File: src/rtl/rxto_pkg.sv
// Shared constants and the timeout-length function for the receive
// interrupt block. Assumes the width select covers 5 to 8 data bits.
package rxto_pkg;
    // Wide enough for the longest limit, 4*8+12 = 44.
    localparam int TMR_W = 6;
    localparam int MIN_BITS = 5;

    // Timeout length in bit ticks for a character-width select value.
    function automatic logic [TMR_W-1:0] timeout_len(input logic [1:0] sel);
        return TMR_W'(4 * (int'(sel) + MIN_BITS) + 12);
    endfunction
endpackage

File: src/rtl/rxto_level_cmp.sv
// Trigger-level compare. Reports that the FIFO count has reached the
// trigger level. An empty FIFO never qualifies, even with a level of zero.
// Purely combinational. The caller registers the result.
module rxto_level_cmp #(
    parameter int CNT_W = 5
) (
    input  logic [CNT_W-1:0] fifo_count,
    input  logic [CNT_W-1:0] trig_level,
    output logic             level_hit
);
    // Compare the current count against the programmed level.
    always_comb begin
        level_hit = (fifo_count != '0) && (fifo_count >= trig_level);
    end
endmodule

File: src/rtl/rxto_timer.sv
// Character timeout counter. It counts bit ticks up to a limit, which it
// latches at each restart or while held. Assumes bit_tick, restart and
// hold are single-clock-domain strobes or levels.
module rxto_timer
    import rxto_pkg::*;
(
    input  logic             clk,
    input  logic             rst_n,
    input  logic             bit_tick,
    input  logic             restart,
    input  logic             hold,
    input  logic [1:0]       word_len_sel,
    output logic [TMR_W-1:0] tmr_q,
    output logic [TMR_W-1:0] lim_q,
    output logic             expired
);
    logic [TMR_W-1:0] lim_next;

    // Limit that a restart would capture now.
    always_comb begin
        lim_next = timeout_len(word_len_sel);
    end

    // Count ticks, saturate at the limit, and reload on restart or hold.
    always_ff @(posedge clk) begin
        if (!rst_n) begin
            tmr_q <= '0;
            lim_q <= lim_next;
        end else if (restart || hold) begin
            tmr_q <= '0;
            lim_q <= lim_next;
        end else if (bit_tick && (tmr_q != lim_q)) begin
            tmr_q <= tmr_q + 1'b1;
        end
    end

    // Limit reached.
    always_comb begin
        expired = (tmr_q == lim_q);
    end
endmodule

File: src/rtl/rxto_flag_reg.sv
// Output flag register. It gates both receive interrupt flags with the
// enable. It drops the timeout flag in the same edge that restarts or
// empties the counter, so the flag never outlives its cause.
module rxto_flag_reg (
    input  logic clk,
    input  logic rst_n,
    input  logic irq_en,
    input  logic level_hit,
    input  logic expired,
    input  logic fifo_empty,
    input  logic restart,
    output logic data_ready_q,
    output logic timeout_q
);
    // Register both flags from their qualifying conditions.
    always_ff @(posedge clk) begin
        if (!rst_n) begin
            data_ready_q <= 1'b0;
            timeout_q    <= 1'b0;
        end else begin
            data_ready_q <= irq_en && level_hit;
            timeout_q    <= irq_en && expired && !fifo_empty && !restart;
        end
    end
endmodule

File: src/rtl/rx_irq_timeout.sv
// Receive interrupt source. It combines the trigger-level compare, the
// character timeout counter and the output flag register. Assumes all
// inputs are synchronous to clk and that strobes last one cycle.
module rx_irq_timeout
    import rxto_pkg::*;
#(
    parameter int FIFO_DEPTH = 16,
    localparam int CNT_W = $clog2(FIFO_DEPTH + 1)
) (
    input  logic             clk,
    input  logic             rst_n,
    input  logic             bit_tick,
    input  logic [1:0]       word_len_sel,
    input  logic             stop_mid,
    input  logic             rhr_read,
    input  logic [CNT_W-1:0] fifo_count,
    input  logic [CNT_W-1:0] trig_level,
    input  logic             rx_irq_en,
    output logic             data_ready_irq,
    output logic             timeout_irq
);
    logic             fifo_empty;
    logic             restart;
    logic             level_hit;
    logic             expired;
    logic [TMR_W-1:0] tmr_q;
    logic [TMR_W-1:0] lim_q;

    // Shared restart and empty conditions.
    always_comb begin
        fifo_empty = (fifo_count == '0);
        restart    = stop_mid || rhr_read;
    end

    rxto_level_cmp #(.CNT_W(CNT_W)) u_level (
        .fifo_count (fifo_count),
        .trig_level (trig_level),
        .level_hit  (level_hit)
    );

    rxto_timer u_timer (
        .clk          (clk),
        .rst_n        (rst_n),
        .bit_tick     (bit_tick),
        .restart      (restart),
        .hold         (fifo_empty),
        .word_len_sel (word_len_sel),
        .tmr_q        (tmr_q),
        .lim_q        (lim_q),
        .expired      (expired)
    );

    rxto_flag_reg u_flags (
        .clk          (clk),
        .rst_n        (rst_n),
        .irq_en       (rx_irq_en),
        .level_hit    (level_hit),
        .expired      (expired),
        .fifo_empty   (fifo_empty),
        .restart      (restart),
        .data_ready_q (data_ready_irq),
        .timeout_q    (timeout_irq)
    );
endmodule

File: config.mk
export PLATFORM = sky130hd
export DESIGN_NAME = rx_irq_timeout
export DESIGN_NICKNAME = d
export VERILOG_FILES = /design/src/rtl/rxto_pkg.sv /design/src/rtl/rxto_level_cmp.sv /design/src/rtl/rxto_timer.sv /design/src/rtl/rxto_flag_reg.sv /design/src/rtl/rx_irq_timeout.sv
export SDC_FILE = /design/constraint.sdc
export NUM_CORES = 1
export LEC_CHECK = 0
export ABC_CLOCK_PERIOD_IN_PS = 3890
export BUFFER_PORTS_ARGS = -buffer_cell sky130_fd_sc_hd__buf_2
export CAP_MARGIN = 20
export CORE_ASPECT_RATIO = 1.25
export CORE_MARGIN = 2
export CORE_UTILIZATION = 45
export DETAILED_ROUTE_END_ITERATION = 7
export GPL_ROUTABILITY_DRIVEN = 1
export PLACE_DENSITY = 0.76
export SLEW_MARGIN = 25
export SYNTH_ARGS = -nofsm -noshare
export SYNTH_HDL_FRONTEND = slang
export SYNTH_HIERARCHICAL = 1
export SYNTH_SLANG_ARGS = --single-unit
File: constraint.sdc
create_clock -name clk -period 3.89 [get_ports clk]
set_input_delay 0 -clock clk [delete_from_list [all_inputs] [get_ports clk]]
set_output_delay 0 -clock clk [all_outputs]
set_load 0.1 [all_outputs]
# Word-level counts from Yosys, hierarchy flattened
# Index checks and enable logic that the tools add are counted.
word_totals:
  register_bits: 14
  rom_bits: 0
  mem_bits_rw: 0
  latch_bits: 0
  n_memories: 0
op_classes:
  mul: 0
  magnitude_cmp: 1
  n_reduce_logical: 13
  div: 0
  shifts: 0
  bitwise: 1
  eq_ne: 3
  addsub: 3
  mux: 2
ops:
  columns: ["op", "n"]
  rows:
  - ["$mux 6", 2]
  - ["$add 6x1->6 const B", 1]
  - ["$add 6x5->6 const B", 1]
  - ["$eq 6x6->1", 1]
  - ["$logic_and 1x1->1", 6]
  - ["$ne 6x6->1", 1]
  - ["$ge 5x5->1", 1]
  - ["$logic_not 5->1", 1]
  - ["$reduce_bool 5->1", 1]
  - ["$add 2x3->4 const B", 1]
  - ["$logic_not 1->1", 2]
  - ["$logic_or 1x1->1", 2]
  - ["$ne 2x1->1 const B", 1]
  - ["$reduce_or 2->1", 1]
  - ["$not 1->1", 1]

# Logic depth before layout (Yosys ltp)
logic_depth:
  word_depth: 4
  depth_mapped: 7

# Hierarchy
# Netlist, hierarchy kept.
modules_own_cells:
  columns: ["module", "instances", "cells_each", "seq_area_each_um2", "area_each_um2"]
  rows:
  - ["rxto_timer", 1, 55, 210.2, 549.3]
  - ["rxto_level_cmp", 1, 17, 0.0, 126.4]
  - ["rxto_flag_reg", 1, 5, 40.0, 58.8]
  - ["rx_irq_timeout", 1, 3, 0.0, 17.5]

# Worst setup path after synthesis
# Ideal clock, no wire load.
synth_timing:
  kind: "input to register"
  startpoint: "input fifo_count[0]"
  endpoint: "register u_timer.tmr_q[4]"
  setup_slack_ps: 2584
  required_time_ps: 3774
  cell_stages: 6
  arrival_time_ps: 1190
  n_path_buf: 1
  cell_sequence: "or4_1 nor2_1 nor3b_1 buf_2 and3_1 a41o_1"
synth_between:
  elab_chain_cells: 3
synth_lines:
  columns: ["item", "line_no", "source"]
  rows:
  - ["from (decl)", "rx_irq_timeout.sv:16", "input logic [CNT_W-1:0] fifo_count,"]
  - ["$logic_not 5->1", "rx_irq_timeout.sv:31", "fifo_empty = (fifo_count == '0);"]
  - ["via fifo_empty", "rx_irq_timeout.sv:22", "logic fifo_empty;"]
  - ["$logic_or 1x1->1", "rxto_timer.sv:29", "end else if (restart || hold) begin"]
  - ["$reduce_or 2->1 (no source line)", null, null]
  - ["to (signal assigned)", "rxto_timer.sv:33", "tmr_q <= tmr_q + 1'b1;"]
  - ["to (decl)", "rxto_timer.sv:13", "output logic [TMR_W-1:0] tmr_q,"]
# The timed path passes the listed nets, and every way through them passes these cells.
# A chain may end at the register's enable or synchronous reset.

# Worst setup path after layout
layout_timing:
  startpoint: "input fifo_count[0]"
  endpoint: "register u_flags.data_ready_q"
layout_between:
  elab_chain_cells: 3
layout_lines:
  columns: ["item", "line_no", "source"]
  rows:
  - ["$ge 5x5->1 / $reduce_bool 5->1 (equally long branches)", "rxto_level_cmp.sv:13", "level_hit = (fifo_count != '0) && (fifo_count >= trig_level);"]
  - ["$logic_and 1x1->1 (*)", "rxto_level_cmp.sv:13", null]
  - ["via level_hit", "rx_irq_timeout.sv:24", "logic level_hit;"]
  - ["$logic_and 1x1->1 (*)", "rxto_flag_reg.sv:21", "data_ready_q <= irq_en && level_hit;"]
  - ["to (signal assigned)", "rxto_flag_reg.sv:21", null]
  - ["to (decl)", "rxto_flag_reg.sv:12", "output logic data_ready_q,"]
# The timed path passes the listed nets; every way through them passes the cells marked *.

==> metrics <==
row count 16; Crit path buffers/inverters 3; num ports 20; worst hold path class input pin to flip-flop; worst slew pin tran 0.6301 ns; Final Cell Area ~910 um2; Nets 130; PnR Total Power 0.2587 mW; RSZ-0062 raised after global routing false; pin count of the biggest net entering global routing 12; Non-Filler Instances 120; clock skew 0.001361 ns; GRT overflow 0; # port buffers 19; clock net sink count 11; slowest cell delay on critical path ~0.54 ns; drt first-iter violations 3; CP cell instances buf_2 -> inv_1 -> ha_1 -> nand2b_1 -> a211o_1 -> o211ai_1 -> a21oi_1 -> and3_1 -> dlygate4sd3_1; CP arrival 1.68 ns; CTS tree done; status finished, final reports clean; FF-to-FF End u_timer/tmr_q[4]; Worst path depth 9; Req. time, crit path between 4 and 5 ns; Crit path max-delay family buffers and inverters; worst skew pair latency about 0.28 ns; ant diodes 0; initial antenna violation count 0; FMAX 664.9 MHz; TritonCTS Buffers 3; max-slew violation count 0; leading cell types in the layout, fill and taps excluded buf_2, inv_1, ha_1; Final setup viols 0; VDD IR max around 0.24 mV; fill count around 140; Area after DPL approximately 840 um2; Post-Route Setup TNS 0 ns; crit path launch type input pin; Avg Synthesized Cell Area 9.549 um2; Max Cap Viol 0; final worst slack 2.386 ns; Placer Congestion ~0.78; Max FO, Critical Path 3; R2R Path Start u_timer/tmr_q[0]; GRT Total Usage about 17%; Yosys warnings 6; clock-pin slew on the worst setup and hold paths 0.07 ns; syn_nets slightly above 100; Die H between 40 and 50 um; Hold Violations, Final 0; Routed WL per cell ~11 um; vias per cell 5.158; Critical Path End u_flags/data_ready_q; Setup CP Type input pin to flip-flop; total number of vias ~620; vias in the first global route a little under 600; Total Wirelength about 1400 um; H-tree Lvls 1; commonest non-fill, non-tap cell in the layout buf_2; Tcrit/Tclk final 38.66%; Slew HR around 58%; multi-input logic area around 440 um2; Setup Buffers After CTS 0; antenna-violating nets left 0; drt first pass iters 4; die area 1952 um2; Root Driver clkbuf_4; Cells after Synth 76; Place WS roughly 2 ns; CP Launch Point fifo_count[0]; R2R setup slack 2.47 ns; leakage approximately 0.41 nW; Register Area between 200 and 300 um2; Tmin final ~1.5 ns; Reg2Reg Depth 5; dpl cells about 110; Pwr Density between 200 and 300 nW/um2; Initial Utilization a little under half; first-pass GRT wire length 2221 um; dpl hpwl 1032 um; CP Capture Type flip-flop; Post-Syn Area 725.7 um2; Core ar. about 1500 um2; die width around 40 um; share of cells above drive strength 1 26.47%; Max clock buf depth 2; critical path's slowest cell dlygate4sd3_1; DRC 0; Synth-to-Final Area Change 25.34%
==> routing by layer <==
metal / global-route usage (%) / part of all wire, %
met1: 16.57 / 41
met2: 27.69 / 51
met4: 10.34 / 2.2
met3: 4.566 / 5.2
met5: 0 / 0
==> flip-flops by register name, indices dropped and copies added (netlist names) <==
signal and count:
u_flags/timeout_q 1, u_timer/lim_q 3, u_timer/tmr_q 6, u_flags/data_ready_q 1
==> worst min-delay path: stages <==
cell and delay, ns:
buf_2 0.10, nor2_1 0.06, nor2_1 0.10
==> cell type report <==
cell class,instances,area share [%]
Tap cell,18,2.476
Inverter,9,3.714
Sequential cell,11,27.51
Multi-Input combinational cell,55,48.56
Timing Repair Buffer,23,14.86
Clock buffer,4,2.889
==> worst min-delay path by stage <==
stage | start | endpoint | slack, ns | cells after the start
floorplan | word_len_sel[0] | u_timer/lim_q[2] | 0.1 | 0
global placement | word_len_sel[0] | u_timer/lim_q[2] | 0.23 | 1
detailed placement | word_len_sel[0] | u_timer/lim_q[2] | 0.24 | 1
CTS | fifo_count[1] | u_flags/timeout_q | 0.01 | 3
global route | fifo_count[1] | u_flags/timeout_q | 0.04 | 3
finish | fifo_count[1] | u_flags/timeout_q | 0.02 | 3
==> stage by stage <==
step / util [%] / hold WS (ns)
after CTS: 58.69 / 0.009708
final: 59.01 / 0.01733
after detailed placement: 54.38 / 0.2426
after global routing: 59.01 / 0.03725
after floorplan: - / 0.09887
after global placement: 54.38 / 0.2346
==> power by group <==
| part | switching, mW | total (mW) | internal (mW) | leakage [nW] |
|---|---|---|---|---|
| clock network | 0.0428 | 0.0827 | 0.0399 | 0.0150 |
| registers | 0.00213 | 0.125 | 0.123 | 0.0954 |
| logic | 0.0265 | 0.0505 | 0.0240 | 0.301 |
| total | 0.0714 | 0.259 | 0.187 | 0.411 |
==> repair_timing <==
action / in CTS / in global routing
hold buffers: 4 / 0
hold endpoints to repair: 3 / 0
gates resized for setup: 0 / 0
Power figures use the tool's default switching activity.
